[src/rtl/pcfg_pkg.sv]
package pcfg_pkg;

  typedef enum logic [2:0] {
    ST_IDLE,
    ST_REQ,
    ST_WAIT_RDY,
    ST_DELAY,
    ST_XFER,
    ST_WAIT_DONE,
    ST_WAIT_INIT
  } pcfg_state_e;

  // larger of two counts
  function automatic int unsigned f_max2(input int unsigned a, input int unsigned b);
    return (a > b) ? a : b;
  endfunction

  // bits needed to hold the values 0 .. n-1 (at least one bit)
  function automatic int unsigned f_cnt_w(input int unsigned n);
    return (n < 2) ? 1 : $clog2(n);
  endfunction

  // timer preload for a wait of n cycles (counter expires at zero)
  function automatic int unsigned f_preload(input int unsigned n);
    return (n == 0) ? 0 : n - 1;
  endfunction

endpackage

[src/rtl/pcfg_timer.sv]
module pcfg_timer #(
  parameter int unsigned W = 8
) (
  input  logic         clk,
  input  logic         rst_n,
  input  logic         load,
  input  logic [W-1:0] load_val,
  output logic         expired
);

  logic [W-1:0] cnt_q;

  always_ff @(posedge clk) begin
    if (!rst_n)               cnt_q <= '0;
    else if (load)            cnt_q <= load_val;
    else if (cnt_q != '0)     cnt_q <= cnt_q - W'(1);
  end

  assign expired = (cnt_q == '0);

endmodule

[src/rtl/pcfg_pacer.sv]
module pcfg_pacer #(
  parameter int unsigned CPB = 4
) (
  input  logic clk,
  input  logic rst_n,
  input  logic run,        // loading continues after this edge
  input  logic xfer_act,   // loading in progress this cycle
  input  logic s_valid,
  output logic cfg_clk,
  output logic edge_last,  // current edge is the byte's final one
  output logic s_ready
);

  logic ck_q;

  // one high clock per edge, rise only when a byte is waiting
  always_ff @(posedge clk) begin
    if (!rst_n)      ck_q <= 1'b0;
    else if (!run)   ck_q <= 1'b0;
    else if (ck_q)   ck_q <= 1'b0;
    else             ck_q <= s_valid;
  end

  generate
    if (CPB > 1) begin : g_multi
      localparam int unsigned EW = pcfg_pkg::f_cnt_w(CPB);
      localparam logic [EW-1:0] LAST = EW'(CPB - 1);
      logic [EW-1:0] ecnt_q;

      always_ff @(posedge clk) begin
        if (!rst_n)      ecnt_q <= '0;
        else if (!run)   ecnt_q <= '0;
        else if (ck_q)   ecnt_q <= (ecnt_q == LAST) ? '0 : ecnt_q + EW'(1);
      end

      assign edge_last = (ecnt_q == LAST);
    end else begin : g_single
      assign edge_last = 1'b1;
    end
  endgenerate

  assign cfg_clk = ck_q;
  assign s_ready = xfer_act & ck_q & edge_last;

endmodule

[src/rtl/pcfg_seq.sv]
module pcfg_seq
  import pcfg_pkg::*;
#(
  parameter int unsigned REQ_LOW_CYC  = 8,
  parameter int unsigned ST2CK_CYC    = 10,
  parameter int unsigned DONE_TMO_CYC = 200,
  parameter int unsigned INIT_TMO_CYC = 100,
  parameter int unsigned TW           = 8
) (
  input  logic          clk,
  input  logic          rst_n,
  input  logic          start,
  input  logic          tgt_status,
  input  logic          tgt_done,
  input  logic          tgt_init_done,
  input  logic          last_take,
  input  logic          tmr_expired,
  output logic          tmr_load,
  output logic [TW-1:0] tmr_val,
  output logic          xfer_act,
  output logic          xfer_next,
  output logic          cfg_req_n,
  output logic          busy,
  output logic          cfg_ok,
  output logic          err_status,
  output logic          err_timeout
);

  pcfg_state_e state_q, state_d;
  logic set_ok, set_es, set_et, clr_flags;
  logic ok_q, es_q, et_q;

  always_comb begin
    state_d   = state_q;
    tmr_load  = 1'b0;
    tmr_val   = '0;
    set_ok    = 1'b0;
    set_es    = 1'b0;
    set_et    = 1'b0;
    clr_flags = 1'b0;
    case (state_q)
      ST_IDLE: if (start) begin
        state_d   = ST_REQ;
        tmr_load  = 1'b1;
        tmr_val   = TW'(f_preload(REQ_LOW_CYC));
        clr_flags = 1'b1;
      end
      ST_REQ: if (tmr_expired) state_d = ST_WAIT_RDY;
      ST_WAIT_RDY: if (tgt_status) begin
        state_d  = ST_DELAY;
        tmr_load = 1'b1;
        tmr_val  = TW'(f_preload(ST2CK_CYC));
      end
      ST_DELAY: if (tmr_expired) state_d = ST_XFER;
      ST_XFER: begin
        if (!tgt_status) begin
          state_d = ST_IDLE;
          set_es  = 1'b1;
        end else if (tgt_done) begin
          state_d  = ST_WAIT_INIT;
          tmr_load = 1'b1;
          tmr_val  = TW'(f_preload(INIT_TMO_CYC));
        end else if (last_take) begin
          state_d  = ST_WAIT_DONE;
          tmr_load = 1'b1;
          tmr_val  = TW'(f_preload(DONE_TMO_CYC));
        end
      end
      ST_WAIT_DONE: begin
        if (!tgt_status) begin
          state_d = ST_IDLE;
          set_es  = 1'b1;
        end else if (tgt_done) begin
          state_d  = ST_WAIT_INIT;
          tmr_load = 1'b1;
          tmr_val  = TW'(f_preload(INIT_TMO_CYC));
        end else if (tmr_expired) begin
          state_d = ST_IDLE;
          set_et  = 1'b1;
        end
      end
      ST_WAIT_INIT: begin
        if (tgt_init_done) begin
          state_d = ST_IDLE;
          set_ok  = 1'b1;
        end else if (tmr_expired) begin
          state_d = ST_IDLE;
          set_et  = 1'b1;
        end
      end
      default: state_d = ST_IDLE;
    endcase
  end

  always_ff @(posedge clk) begin
    if (!rst_n) begin
      state_q <= ST_IDLE;
      ok_q    <= 1'b0;
      es_q    <= 1'b0;
      et_q    <= 1'b0;
    end else begin
      state_q <= state_d;
      if (clr_flags) begin
        ok_q <= 1'b0;
        es_q <= 1'b0;
        et_q <= 1'b0;
      end else begin
        if (set_ok) ok_q <= 1'b1;
        if (set_es) es_q <= 1'b1;
        if (set_et) et_q <= 1'b1;
      end
    end
  end

  assign xfer_act    = (state_q == ST_XFER);
  assign xfer_next   = (state_d == ST_XFER);
  assign cfg_req_n   = (state_q != ST_REQ);
  assign busy        = (state_q != ST_IDLE);
  assign cfg_ok      = ok_q;
  assign err_status  = es_q;
  assign err_timeout = et_q;

endmodule

[src/rtl/pcfg_host.sv]
module pcfg_host
  import pcfg_pkg::*;
#(
  parameter int unsigned CLKS_PER_BYTE = 4,
  parameter int unsigned REQ_LOW_CYC   = 8,
  parameter int unsigned ST2CK_CYC     = 10,
  parameter int unsigned DONE_TMO_CYC  = 200,
  parameter int unsigned INIT_TMO_CYC  = 100
) (
  input  logic       clk,
  input  logic       rst_n,
  input  logic       start,
  input  logic [7:0] s_data,
  input  logic       s_valid,
  input  logic       s_last,
  output logic       s_ready,
  input  logic       tgt_status,
  input  logic       tgt_done,
  input  logic       tgt_init_done,
  output logic       cfg_req_n,
  output logic       cfg_clk,
  output logic [7:0] cfg_data,
  output logic       busy,
  output logic       cfg_ok,
  output logic       err_status,
  output logic       err_timeout
);

  localparam int unsigned TMR_MAX = f_max2(f_max2(REQ_LOW_CYC, ST2CK_CYC),
                                           f_max2(DONE_TMO_CYC, INIT_TMO_CYC));
  localparam int unsigned TW = f_cnt_w(TMR_MAX);

  // internal events, named for the checker
  logic          xfer_act;
  logic          xfer_next;
  logic          edge_last;
  logic          last_take;
  logic          tmr_load;
  logic          tmr_expired;
  logic [TW-1:0] tmr_val;

  assign last_take = s_ready & s_valid & s_last;
  assign cfg_data  = xfer_act ? s_data : 8'h00;

  pcfg_seq #(
    .REQ_LOW_CYC (REQ_LOW_CYC),
    .ST2CK_CYC   (ST2CK_CYC),
    .DONE_TMO_CYC(DONE_TMO_CYC),
    .INIT_TMO_CYC(INIT_TMO_CYC),
    .TW          (TW)
  ) u_seq (
    .clk          (clk),
    .rst_n        (rst_n),
    .start        (start),
    .tgt_status   (tgt_status),
    .tgt_done     (tgt_done),
    .tgt_init_done(tgt_init_done),
    .last_take    (last_take),
    .tmr_expired  (tmr_expired),
    .tmr_load     (tmr_load),
    .tmr_val      (tmr_val),
    .xfer_act     (xfer_act),
    .xfer_next    (xfer_next),
    .cfg_req_n    (cfg_req_n),
    .busy         (busy),
    .cfg_ok       (cfg_ok),
    .err_status   (err_status),
    .err_timeout  (err_timeout)
  );

  pcfg_timer #(.W(TW)) u_tmr (
    .clk     (clk),
    .rst_n   (rst_n),
    .load    (tmr_load),
    .load_val(tmr_val),
    .expired (tmr_expired)
  );

  pcfg_pacer #(.CPB(CLKS_PER_BYTE)) u_pacer (
    .clk      (clk),
    .rst_n    (rst_n),
    .run      (xfer_next),
    .xfer_act (xfer_act),
    .s_valid  (s_valid),
    .cfg_clk  (cfg_clk),
    .edge_last(edge_last),
    .s_ready  (s_ready)
  );

endmodule

[config.mk]
export PLATFORM = sky130hd
export DESIGN_NAME = pcfg_host
export DESIGN_NICKNAME = d
export VERILOG_FILES = /design/src/rtl/pcfg_pkg.sv /design/src/rtl/pcfg_timer.sv /design/src/rtl/pcfg_pacer.sv /design/src/rtl/pcfg_seq.sv /design/src/rtl/pcfg_host.sv
export SDC_FILE = /design/constraint.sdc
export NUM_CORES = 1
export LEC_CHECK = 0
export ABC_AREA = 1
export BUFFER_PORTS_ARGS = -buffer_cell sky130_fd_sc_hd__buf_2
export CORE_MARGIN = 5
export CORE_UTILIZATION = 55
export CTS_CLUSTER_DIAMETER = 80
export DETAILED_ROUTE_END_ITERATION = 8
export PLACE_DENSITY_LB_ADDON = 0.25
export SLEW_MARGIN = 20
export SYNTH_ARGS = -nofsm -noshare
export SYNTH_HDL_FRONTEND = slang
export SYNTH_SLANG_ARGS = --single-unit
[constraint.sdc]
create_clock -name clk -period 3.2 [get_ports clk]
set_clock_uncertainty 0.05 [all_clocks]
set_input_delay 0.64 -clock clk [delete_from_list [all_inputs] [get_ports clk]]
set_output_delay 0.64 -clock clk [all_outputs]
set_load 0.03 [all_outputs]
==> flow_metrics.py <==
metrics = {
    "floorplanning": {
        "dieArea_um2": 3040,
        "coreArea_um2": 1960,
        "fp.dieH_um": 55.1,
        "pin_count": 31,
        "die_x_um": 55.1,
        "fp-row-count": 16,
        "initial_core_util_pct": 57.1,
    },
    "place": {
        "place.gp.congestion": 0.898,
        "port_buffers": 30,
        "hpwlAfterDp_um": 2330,
        "dpl_worst_slack_ns": 1.24,
        "placedInstanceArea_um2": 1290,
        "dp_cells": 235,
    },
    "clock_network": {
        "clock_path_buffers": 2,
        "numCtsBuffers": 3,
        "clock_latency_ns": 0.29,
        "clock_sinks": 17,
        "cts.clk_slew.worst_paths_ns": 0.10,
        "htree_levels": 1,
        "cts_tree": "built",
        "post_cts_resized": 0,
        "cts_root_buf": "clkbuf_4",
        "post_cts.repair.setup_buffers": 0,
        "cts_hold_buf": 0,
    },
    "synthesis": {
        "synth_edf_count": 0,
        "synthTopCellsByArea": "dfxtp_1, inv_1, nand2_1",
        "ys.flop_type": "dfxtp_1",
        "synth_commonest_cells": "inv_1, nand2_1, nor2_1",
        "synth_warnings": 0,
        "ys_types": 26,
        "yosysSeqAreaShare_pct": 30.4,
        "ys_async_sr_fraction_pct": 0,
        "synth-seq-cells": 17,
        "syn_inst": 180,
        "syn_nets": 198,
        "yosysTopAreaCell": "dfxtp_1",
        "syn_avg_cell_area_um2": 6.23,
        "syn_area_um2": 1120,
        "yosysTopAreaCellShare_pct": 30.4,
    },
    "route": {
        "via_per_inst": 5.23,
        "post_drt_wl_per_cell_um": 11.9,
        "drtAntennaViolNets": 0,
        "drtIter0Drc": 44,
        "vias": 1250,
        "drc_errors": 0,
        "first_pass_iters": 4,
        "routed_wl_um": 2850,
    },
    "final_layout": {
        "area_growth_pct": 17.5,
        "antennaDiodeCount": 0,
        "design_area_um2": 1320,
        "fin_util_pct": 67.2,
        "fillers": 197,
        "drive_above_1_share_pct": 23.1,
        "layoutNonFillerInstCount": 239,
        "final_nets": 231,
    },
    "global_route": {
        "grt_pass1_wl_um": 4530,
        "grt_pass1_vias": 1134,
        "grt_max_degree": 11,
        "grt_antenna_before_repair": 0,
        "gr-total-overflow": 0,
        "track_usage_pct": 20.7,
    },
    "sta": {
        "slew_headroom_pct": 73.6,
        "setup_slack_ns": 0.891,
        "finalHoldViolations": 0,
        "layout_min_cycle_time_ns": 2.31,
        "finalCritPeriodShare_pct": 72.2,
        "setup_violations": 0,
        "slew_violations": 0,
        "setup_tns_ns": 0,
        "max_freq_mhz": 433,
        "rsz0062_at_grt": "false",
        "tightestPinTransition_ns": 0.394,
    },
    "worst_setup_path": {
        "critPathKind": "flop to output pin",
        "worstPathArrival_ns": 1.62,
        "end_kind": "output pin",
        "cp.required_ns": 2.51,
        "setup.worst_path.start_class": "flop",
        "worst-path-max-fanout": 8,
    },
    "power_and_ir_drop": {
        "power_leakage_uw": 0.000745,
        "power.density_nw_per_um2": 526,
        "p_seq_share_pct": 39.0,
        "intPower_uw": 394,
        "vdd_drop_max_mv": 0.399,
        "combPwrFrac_pct": 44.2,
        "clkPwrFrac_pct": 16.7,
        "p_sw_share_pct": 43.1,
        "switchingPower_uw": 299,
    },
    "worst_hold_path": {
        "hold_class": "flop to flop",
    },
    "outcome": {
        "run_status": "completed",
    },
    "flow_run": {
        "drv_cap": 0,
    },
}
[registers in the layout, summed over array words and instances, names as in the netlist]
| register | cells |
|---|---|
| u_tmr.cnt_q | 8 |
| u_pacer.cfg_clk | 1 |
| u_seq.state_q | 3 |
| u_seq.err_status | 1 |
| u_seq.cfg_ok | 1 |
| u_seq.err_timeout | 1 |
| u_pacer.g_multi.ecnt_q | 2 |
[worst max-delay path, cell delays in order (launching register included)]
cell,delay [ns]
dfxtp_1,0.46
inv_1,0.14
nor2_1,0.17
nand2_1,0.19
nor2_1,0.14
buf_2,0.22
[cell type report]
cell class / instances / area [um2] / share of cell area, %
clock buffers: 3 / 22.5 / 1.71
flip-flops and latches: 17 / 340 / 25.8
well taps: 27 / 33.8 / 2.56
repair buffers: 30 / 150 / 11.4
inverters: 37 / 139 / 10.5
multi-input cells: 124 / 627 / 47.6
clock inverters: 1 / 5.00 / 0.380
[through the flow]
| stage | hold slack [ns] | power, uW |
|---|---|---|
| 2_1_floorplan | 0.404 | 508 |
| 3_3_place_gp | 0.382 | 566 |
| 3_5_place_dp | 0.387 | 576 |
| 4_1_cts | 0.403 | 694 |
| 5_1_grt | 0.430 | 751 |
| 6_report | 0.398 | 693 |
[layout by cell type, fill, tap and decap left out, types with 2 or more instances in the layout]
cell	netlist	routed
inv_1	36	36
nand2_1	36	36
nor2_1	30	30
buf_2	0	30
dfxtp_1	17	17
nand3_1	12	12
nand4_1	7	7
a21oi_1	7	7
o21ai_0	6	6
nor2_2	4	4
nand2_2	3	3
clkbuf_4	0	3
nor3_2	2	2
o211ai_1	2	2
a31oi_1	2	2
o21ai_1	2	2
ha_1	2	2
[power groups by stage]
stage,registers (uW),clock network (uW),logic (uW)
3_5_place_dp,274,0,302
3_3_place_gp,274,0,293
2_1_floorplan,261,0,247
6_report,271,116,307
4_1_cts,270,120,304
5_1_grt,275,128,348
[cell families after synthesis]
group	Yosys count	synth area share (%)
simple gates	100	42.1
flops	17	30.4
fa+ha+maj	2	2.23
buf+inv	39	13.7
xor+xnor	1	0.781
compound gates	20	9.93
mux	1	0.893
[routing by layer]
layer / GRT usage (%) / up-vias / wire (um)
met1: 22.5 / 554 / 1140
met2: 39.0 / 62 / 1400
met3: 2.68 / 7 / 247
li1: - / 627 / -
met4: 10.1 / 0 / 53
met5: 0 / - / 0
[worst paths after layout]
check                                       from                         to  depth (start not counted)  slack (ns)
worst max-delay path            u_seq.state_q[2]                cfg_data[5]                          5        0.89
worst max register to register    u_tmr.cnt_q[0]  u_pacer.g_multi.ecnt_q[1]                         10        1.36
worst min-delay path            u_seq.err_status           u_seq.err_status                          2        0.40
worst min register to register  u_seq.err_status           u_seq.err_status                          2        0.40
No activity file was read; power rests on OpenSTA's default activity.
